==> src/rtl/btu_pkg.sv <==
package btu_pkg;
  localparam int TRIG_CNT_W = 32;
  typedef logic [TRIG_CNT_W-1:0] trig_cnt_t;
endpackage

==> src/rtl/btu_sync.sv <==
module btu_sync #(
  parameter int W = 1
) (
  input  logic         clk,
  input  logic         rst_n,
  input  logic [W-1:0] d,
  output logic [W-1:0] q
);
  logic [W-1:0] meta_q;
  logic [W-1:0] stab_q;

  always_ff @(posedge clk or negedge rst_n) begin
    if (!rst_n) begin
      meta_q <= '0;
      stab_q <= '0;
    end else begin
      meta_q <= d;
      stab_q <= meta_q;
    end
  end

  assign q = stab_q;
endmodule

==> src/rtl/btu_coinc.sv <==
module btu_coinc #(
  parameter int NCH   = 4,
  parameter int WIN_W = 4
) (
  input  logic             clk,
  input  logic             rst_n,
  input  logic             en,
  input  logic [NCH-1:0]   lvl,
  input  logic [WIN_W-1:0] win,
  output logic [NCH-1:0]   rise,
  output logic             hit
);
  logic [NCH-1:0] prev_q;
  logic [NCH-1:0] armed;

  assign rise = lvl & ~prev_q;
  assign hit  = &armed;

  always_ff @(posedge clk or negedge rst_n) begin
    if (!rst_n) prev_q <= '0;
    else        prev_q <= lvl;
  end

  for (genvar g = 0; g < NCH; g++) begin : g_ch
    logic [WIN_W-1:0] tmr_q;
    logic [WIN_W-1:0] tmr_d;

    assign armed[g] = en & (rise[g] | (tmr_q != '0));

    always_comb begin
      tmr_d = tmr_q;
      if (!en || hit)              tmr_d = '0;
      else if (rise[g])            tmr_d = (win == '0) ? '0 : win - 1'b1;
      else if (tmr_q != '0)        tmr_d = tmr_q - 1'b1;
    end

    always_ff @(posedge clk or negedge rst_n) begin
      if (!rst_n) tmr_q <= '0;
      else        tmr_q <= tmr_d;
    end
  end
endmodule

==> src/rtl/btu_holdoff.sv <==
module btu_holdoff #(
  parameter int DEAD_W    = 18,
  parameter int PULSE_CYC = 4
) (
  input  logic              clk,
  input  logic              rst_n,
  input  logic              cand,
  input  logic              busy_any,
  input  logic [DEAD_W-1:0] dead_len,
  output logic              fire,
  output logic              trig,
  output logic              dead_on
);
  localparam int PW_W = $clog2(PULSE_CYC + 1);
  localparam logic [PW_W-1:0] PW_LOAD = PW_W'(PULSE_CYC);

  logic [PW_W-1:0]   pw_q, pw_d;
  logic [DEAD_W-1:0] dead_q, dead_d;

  assign trig    = (pw_q != '0);
  assign dead_on = (dead_q != '0);
  assign fire    = cand & ~trig & ~dead_on & ~busy_any;

  always_comb begin
    pw_d   = pw_q;
    dead_d = dead_q;
    if (fire) begin
      pw_d   = PW_LOAD;
      dead_d = dead_len;
    end else begin
      if (trig)    pw_d   = pw_q - 1'b1;
      if (dead_on) dead_d = dead_q - 1'b1;
    end
  end

  always_ff @(posedge clk or negedge rst_n) begin
    if (!rst_n) begin
      pw_q   <= '0;
      dead_q <= '0;
    end else begin
      pw_q   <= pw_d;
      dead_q <= dead_d;
    end
  end
endmodule

==> src/rtl/beam_trig_unit.sv <==
module beam_trig_unit
  import btu_pkg::*;
#(
  parameter int NUM_SCINT = 4,
  parameter int NUM_BUSY  = 3,
  parameter int NUM_TRIG  = 4,
  parameter int WIN_W     = 4,
  parameter int DEAD_W    = 18,
  parameter int PER_W     = 16,
  parameter int PULSE_CYC = 4,
  parameter int CHCNT_W   = 16
) (
  input  logic                         clk,
  input  logic                         rst_n,
  input  logic [NUM_SCINT-1:0]         scint_in,
  input  logic                         roi_in,
  input  logic [NUM_BUSY-1:0]          busy_in,
  input  logic                         cfg_roi_en,
  input  logic                         cfg_emul_en,
  input  logic [WIN_W-1:0]             cfg_win,
  input  logic [DEAD_W-1:0]            cfg_dead,
  input  logic [PER_W-1:0]             cfg_emul_period,
  input  logic                         cnt_clear,
  output logic [NUM_TRIG-1:0]          trig_out,
  output logic [NUM_SCINT-1:0]         scint_mon,
  output logic [TRIG_CNT_W-1:0]        trig_count,
  output logic [NUM_SCINT*CHCNT_W-1:0] chan_count
);
  logic [1:0]           rst_pipe;
  logic                 rst_i;
  logic [NUM_SCINT-1:0] scint_lvl;
  logic [NUM_SCINT-1:0] scint_rise;
  logic [0:0]           roi_lvl;
  logic [NUM_BUSY-1:0]  busy_lvl;
  logic                 busy_any;
  logic                 coin_hit;
  logic                 roi_ok;
  logic                 emul_tick;
  logic                 cand;
  logic                 fire;
  logic                 trig;
  logic                 dead_on;
  logic [PER_W-1:0]     emul_q, emul_d;
  trig_cnt_t            tcnt_q, tcnt_d;

  // reset: asserted at once, released after two clock edges
  always_ff @(posedge clk or negedge rst_n) begin
    if (!rst_n) rst_pipe <= '0;
    else        rst_pipe <= {rst_pipe[0], 1'b1};
  end
  assign rst_i = rst_pipe[1];

  btu_sync #(.W(NUM_SCINT)) u_sync_sc (.clk(clk), .rst_n(rst_i), .d(scint_in), .q(scint_lvl));
  btu_sync #(.W(1))         u_sync_roi (.clk(clk), .rst_n(rst_i), .d(roi_in), .q(roi_lvl));
  btu_sync #(.W(NUM_BUSY))  u_sync_busy (.clk(clk), .rst_n(rst_i), .d(busy_in), .q(busy_lvl));

  assign busy_any  = |busy_lvl;
  assign scint_mon = scint_lvl;
  assign roi_ok    = ~cfg_roi_en | roi_lvl[0];

  btu_coinc #(.NCH(NUM_SCINT), .WIN_W(WIN_W)) u_coinc (
    .clk(clk), .rst_n(rst_i), .en(~cfg_emul_en), .lvl(scint_lvl),
    .win(cfg_win), .rise(scint_rise), .hit(coin_hit)
  );

  // periodic emulation tick
  assign emul_tick = cfg_emul_en & (emul_q == cfg_emul_period - 1'b1);
  always_comb begin
    emul_d = emul_q;
    if (!cfg_emul_en)                          emul_d = '0;
    else if (emul_q >= cfg_emul_period - 1'b1) emul_d = '0;
    else                                       emul_d = emul_q + 1'b1;
  end
  always_ff @(posedge clk or negedge rst_i) begin
    if (!rst_i) emul_q <= '0;
    else        emul_q <= emul_d;
  end

  assign cand = cfg_emul_en ? emul_tick : (coin_hit & roi_ok);

  btu_holdoff #(.DEAD_W(DEAD_W), .PULSE_CYC(PULSE_CYC)) u_holdoff (
    .clk(clk), .rst_n(rst_i), .cand(cand), .busy_any(busy_any),
    .dead_len(cfg_dead), .fire(fire), .trig(trig), .dead_on(dead_on)
  );

  assign trig_out = {NUM_TRIG{trig}};

  // trigger counter
  always_comb begin
    tcnt_d = tcnt_q;
    if (cnt_clear) tcnt_d = '0;
    else if (fire) tcnt_d = tcnt_q + 1'b1;
  end
  always_ff @(posedge clk or negedge rst_i) begin
    if (!rst_i) tcnt_q <= '0;
    else        tcnt_q <= tcnt_d;
  end
  assign trig_count = tcnt_q;

  // per-channel hit counters
  for (genvar g = 0; g < NUM_SCINT; g++) begin : g_cnt
    logic [CHCNT_W-1:0] hc_q, hc_d;
    always_comb begin
      hc_d = hc_q;
      if (cnt_clear)          hc_d = '0;
      else if (scint_rise[g]) hc_d = hc_q + 1'b1;
    end
    always_ff @(posedge clk or negedge rst_i) begin
      if (!rst_i) hc_q <= '0;
      else        hc_q <= hc_d;
    end
    assign chan_count[g*CHCNT_W +: CHCNT_W] = hc_q;
  end
endmodule

==> config.mk <==
export PLATFORM = sky130hd
export DESIGN_NAME = beam_trig_unit
export DESIGN_NICKNAME = d
export VERILOG_FILES = /design/src/rtl/btu_pkg.sv /design/src/rtl/btu_sync.sv /design/src/rtl/btu_coinc.sv /design/src/rtl/btu_holdoff.sv /design/src/rtl/beam_trig_unit.sv
export SDC_FILE = /design/constraint.sdc
export NUM_CORES = 1
export LEC_CHECK = 0
export ABC_AREA = 1
export BUFFER_PORTS_ARGS = -buffer_cell sky130_fd_sc_hd__buf_4
export CORE_UTILIZATION = 36
export CTS_CLUSTER_DIAMETER = 80
export DETAILED_ROUTE_END_ITERATION = 10
export HOLD_SLACK_MARGIN = 0.1
export SETUP_SLACK_MARGIN = 0.4
export SYNTH_ARGS = -nofsm -noshare
export SYNTH_HDL_FRONTEND = slang
export SYNTH_SLANG_ARGS = --single-unit
==> constraint.sdc <==
create_clock -name clk -period 5 [get_ports clk]
set_clock_uncertainty 0.05 [all_clocks]
set_input_delay 0.25 -clock clk [delete_from_list [all_inputs] [get_ports clk]]
set_output_delay 0.25 -clock clk [all_outputs]
set_load 0.005 [all_outputs]
Word level (Yosys, flattened, before mapping)
Cells that the tools add are included.
W data, S select, Z words.
{ "word_totals": {"regBits": 171, "input_bits": 51, "output_inout_bits": 104, "elab_cells": 108} }
{ "op_classes": {"n_addsub": 14, "order_cmp": 1, "n_eq_ne": 1, "muxes": 30, "n_bitwise": 21, "reduce_logical": 21} }
{ "op_table": {"columns": ["op", "n"], "rows": [
  ["$mux W16", 10],
  ["$add A16 B1 Y16 const B", 5],
  ["$mux W32", 2],
  ["$mux W4", 13],
  ["$mux W18", 2],
  ["$add A32 B1 Y32 const B", 1],
  ["$sub A4 B1 Y4 const B", 5],
  ["$reduce_bool A18 Y1", 1],
  ["$sub A18 B1 Y18 const B", 1],
  ["$eq A16 B16 Y1", 1],
  ["$ge A16 B16 Y1", 1],
  ["$reduce_bool A4 Y1", 4],
  ["$sub A16 B1 Y16 const B", 1],
  ["$reduce_bool A3 Y1", 5],
  ["$reduce_bool A2 Y1", 7],
  ["$and A1 B1 Y1", 9],
  ["$mux W3", 2],
  ["$not A1 Y1", 5],
  ["$or A1 B1 Y1", 5],
  ["$and A4 B4 Y4", 1],
  ["$logic_not A4 Y1", 1],
  ["$not A4 Y4", 1],
  ["$reduce_and A4 Y1", 1],
  ["$reduce_or A3 Y1", 1],
  ["3 further kinds", 3]
]} }

Logic depth before layout (Yosys ltp)
{ "depth": {"word_depth": 12, "mapped_depth": 22, "depth_no_buf": 20} }

Modules after synthesis
From an unflattened synthesis, not the netlist that was laid out.
{ "hier_totals": {"cells_unflattened": 1340, "hier_area_um2": 10078.4} }
{ "modules_own_cells": {"columns": ["module", "n_inst", "cells_each", "area_per_inst_um2", "seq_area_each_um2"], "rows": [
  ["beam_trig_unit", 1, 940, 6947.9, 2852.7],
  ["btu_coinc", 1, 200, 1390.1, 500.5],
  ["btu_holdoff", 1, 184, 1340.0, 525.5],
  ["btu_sync at u_sync_sc", 1, 8, 200.2, 200.2],
  ["btu_sync at u_sync_busy", 1, 6, 150.1, 150.1],
  ["btu_sync at u_sync_roi", 1, 2, 50.0, 50.0]
]} }

Worst setup path after synthesis
OpenSTA, ideal clock, no wires.
{ "synth_path": {"path_type": "input-to-reg", "from": "input port cfg_emul_period[0]", "to": "register tcnt_q[1], in the netlist trig_count[1]", "setup_ns": 0.066, "t_arrival_ns": 2.681, "t_required_ns": 4.884, "setup_slack_ns": 2.203, "cell_stages": 22, "path_buffers": 2, "path_cell_list": "inv_1 ha_1 nand2_1 nor3_1 nand4_1 inv_1 nand2_1 o21ai_0 inv_1 ha_1 nand2_1 nor2_1 nand3_1 nor2_1 nand2_1 nand2_2 nand2_4 inv_4 buf_8 buf_12 nand3_2 nand2_1"} }
{ "synth_via": {"elab_chain_len": 8} }
{ "synth_rtl": {"columns": ["item", "line_no", "rtl"], "rows": [
  ["start: declaration", "beam_trig_unit.sv:22", "input logic [PER_W-1:0] cfg_emul_period,"],
  ["$sub A16 B1 Y16", "beam_trig_unit.sv:67", "assign emul_tick = cfg_emul_en & (emul_q == cfg_emul_period - 1'b1);"],
  ["$eq A16 B16 Y1", "beam_trig_unit.sv:67", null],
  ["$and A1 B1 Y1", "beam_trig_unit.sv:67", null],
  ["$mux W1", "beam_trig_unit.sv:79", "assign cand = cfg_emul_en ? emul_tick : (coin_hit & roi_ok);"],
  ["$and A1 B1 Y1 (3 in series)", "btu_holdoff.sv:22", "assign fire = cand & ~trig & ~dead_on & ~busy_any;"],
  ["$reduce_bool A2 Y1 (no line)", null, null],
  ["end signal: assignment", "beam_trig_unit.sv:96", "else tcnt_q <= tcnt_d;"],
  ["end: declaration", "beam_trig_unit.sv:44", "trig_cnt_t tcnt_q, tcnt_d;"]
]} }
Every way passes these cells.
A chain may end at the register's enable or synchronous reset.

Worst setup path after layout
{ "layout_path": {"from": "input port cfg_emul_period[0]", "to": "register tcnt_q[30], in the netlist trig_count[30]"} }
The elaborated chain is that of the path after synthesis.

==> flow_metrics.py <==
metrics = {
    "worst_hold_path": {
        "min_path_type": "in -> reg",
        "worstHoldPathCells": 2,
        "holdPathEnd": "g_cnt[3].hc_q[5]",
        "hp-start": "cnt_clear",
    },
    "critical_path": {
        "cp.arrival_ps": 3770,
        "cp_max_fo": 48,
        "reg2reg_depth": 10,
        "reg2reg_slack_ps": 2070,
        "reg2reg_to": "u_holdoff.dead_q[2]",
        "start_kind": "primary input",
        "path_class": "in -> reg",
        "timing.rr.start": "u_sync_sc.q[3]",
        "cp.required_ps": 5320,
        "end_kind": "register",
    },
    "synth": {
        "synth_area_leaders": "dfrtp_1, nand2_1, nor2_1",
        "syn_avg_cell_area_sq_um": 7.60,
        "netlist_instances": 1305,
        "yosysSeqAreaShare_pct": 43.1,
        "synth_area_sq_um": 9920,
        "yosys_warnings": 0,
        "syn_nets": 1388,
        "yosysUniqueCellTypes": 45,
        "yosysTopAreaCell": "dfrtp_1",
        "yosysTopAreaCellShare_pct": 43.1,
        "synth-seq-cells": 171,
    },
    "detailed_routing": {
        "totalWireLength_um": 24300,
        "drc": 0,
        "vias_per_cell": 4.79,
        "vias": 8757,
        "wl_per_cell_um": 13.3,
        "drtPass1Iterations": 5,
        "drt_iter0_markers": 546,
        "postRouteAntennaNets": 0,
    },
    "global_routing": {
        "grt_pass1_vias": 8438,
        "overflow": 0,
        "grt_pass1_wl_um": 41400,
        "antenna_found_initial": 0,
        "grt.total_usage_pct": 18.1,
        "grt_max_degree": 170,
    },
    "floorplan": {
        "die-height_um": 168,
        "dieWidth_um": 168,
        "row_count": 60,
        "start_util_pct": 36.8,
        "core_area_sq_um": 27000,
        "ioPinCount": 155,
        "die-area_sq_um": 28200,
    },
    "final_layout": {
        "nets": 1559,
        "syn_to_final_growth_pct": 23.6,
        "layout_commonest_cell": "nand2_1",
        "stdcell_area_sq_um": 12300,
        "final_cells": 1830,
        "final_cell_mix": "nand2_1, nor2_1, dfrtp_1, inv_1, buf_4",
        "n_antenna_cell": 0,
        "drive_above_1_share_pct": 15.2,
    },
    "clocking": {
        "clock_sinks": 171,
        "max-clock-path-buffers": 2,
        "cts-htree-levels": 4,
        "cts_tree": "done",
        "clkLatencyLatePin_ps": 430,
        "clk_pin_slew_ps": 80,
        "post_cts_buffers": 0,
        "cts_buffers": 17,
        "clockRootBuffer": "clkbuf_16",
    },
    "place": {
        "dpl_cell_area_sq_um": 11300,
        "dp_hpwl_um": 17300,
        "globalplace.congestion": 0.839,
        "dp_cells": 1769,
        "portBuffers": 154,
    },
    "timing": {
        "period_needed_ps": 3450,
        "fmax_mhz": 290,
        "timing.max_slew.rel_slack_pct": 23.9,
        "rsz0062_at_grt": "false",
        "slew_viol_final": 0,
        "finalSetupViolations": 0,
        "hold_viol_final": 0,
        "min_period_over_period_pct": 69.0,
        "setup_tns_ps": 0,
        "worst_pin_slew_ps": 1140,
    },
    "pwr": {
        "irDropWorstVdd_v": 0.000181,
        "p_per_area_nw_per_um2": 282,
        "p_leak_nw": 6.08,
    },
    "job": {
        "max-cap-violations": 0,
    },
    "run_status": {
        "outcome": "complete, no violations",
    },
}
-- layout make-up --
type                    instances  area, sq um
fillers                      2704        14700
multi-input cells             934         4810
flip-flops and latches        171         4280
repair buffers                185         1470
inverters                     167          631
clock buffers                  20          457
well taps                     341          427
clock inverters                12          173
-- how the worst max path moves through the flow --
stage / cells past startpoint / startpoint / slack [ps] / endpoint
global route: 21 / cfg_emul_period[0] / 1110 / trig_count[31]
global placement: 21 / cfg_emul_period[0] / 1230 / trig_count[30]
floorplan: 0 / rst_pipe[1] / 2120 / emul_q[0]
finish: 21 / cfg_emul_period[0] / 1550 / trig_count[30]
CTS: 21 / cfg_emul_period[0] / 1560 / trig_count[28]
detailed placement: 21 / cfg_emul_period[0] / 1100 / trig_count[29]
-- metal layers --
layer  GRT usage [%]  vias up  routed length, um
met4            6.70        0                435
met2            29.3      125              11400
met3            3.53       28               1030
met5               0        -                  0
li1                -     4514                  -
met1            24.0     4090              11500
-- kinds of logic (layout without fill, tap and decap cells) --
logic type / count (synthesis) / count (layout) / synth area share [%]
compound gates: 140 / 140 / 7.67
xor+xnor: 67 / 67 / 5.92
fa+ha+maj: 32 / 32 / 4.04
buf+inv: 200 / 384 / 8.30
flops: 171 / 171 / 43.1
other cells: 1 / 1 / 0.0378
simple gates: 694 / 694 / 30.9
-- cells in the mapped netlist (all sizes together) --
master,count
nand4,16
a21oi,50
a31o,1
xor2,46
nor2,217
a211oi,2
o2111ai,1
nor3,40
nand3,120
inv,166
a221oi,2
o31ai,3
or2,3
o211ai,3
conb,1
nand2,288
o21ai,63
dfrtp,171
nand3b,3
buf,17
o21a,2
xnor2,21
o22ai,5
nor4,3
a31oi,6
clkinv,1
ha,32
a21o,1
nor3b,4
o221ai,1
clkbuf,16
-- critical path, cell delays in order --
cell and delay [ps]:
buf_4 110, inv_1 70, ha_1 180, nand2_1 110, nor3_1 390, nand4_1 180
inv_1 110, nand2_1 60, o21ai_0 160, inv_1 60, ha_1 260, nand2_1 50
nor2_1 130, nand3_1 100, nor2_1 150, nand2_1 80, nand2_2 180, nand2_4 290
inv_4 570, nand3_1 140, nand2_1 90
-- stage by stage --
| step | util [%] | hold slack (ps) | power, mW | worst slack (ps) |
|---|---|---|---|---|
| floorplan | - | -95.6 | 1.89 | 2120 |
| global placement | 42.1 | -17.1 | 2.02 | 1230 |
| CTS | 45.5 | 111 | 3.51 | 1560 |
| finish | 45.5 | 135 | 3.45 | 1550 |
| detailed placement | 42.1 | -16.3 | 2.03 | 1100 |
| global route | 45.5 | 140 | 3.66 | 1110 |
-- power by group --
part / internal [mW] / total (mW) / switching (mW) / leakage (nW)
Sequential: 1.45 / 1.50 / 0.0470 / 2.25
Combinational: 0.210 / 0.523 / 0.313 / 3.53
Clock: 0.829 / 1.43 / 0.603 / 0.306
-- timing repair --
action                                 in CTS  in global routing
hold buffers                               29                  0
resized for setup                           0                  0
endpoints found under the hold margin      29                  0
-- sequential cells by signal, indices dropped and copies added, names as in the netlist, 2 cells and up --
signal and cells:
emul_q 16, g_cnt.hc_q 64, u_holdoff.pw_q 3, u_sync_busy.q 3
u_sync_sc.meta_q 4, u_sync_busy.meta_q 3, u_sync_sc.q 4, u_coinc.g_ch.tmr_q 16
trig_count 32, u_holdoff.dead_q 18, rst_pipe 2, u_coinc.prev_q 4
Power figures use the tool's default switching activity.
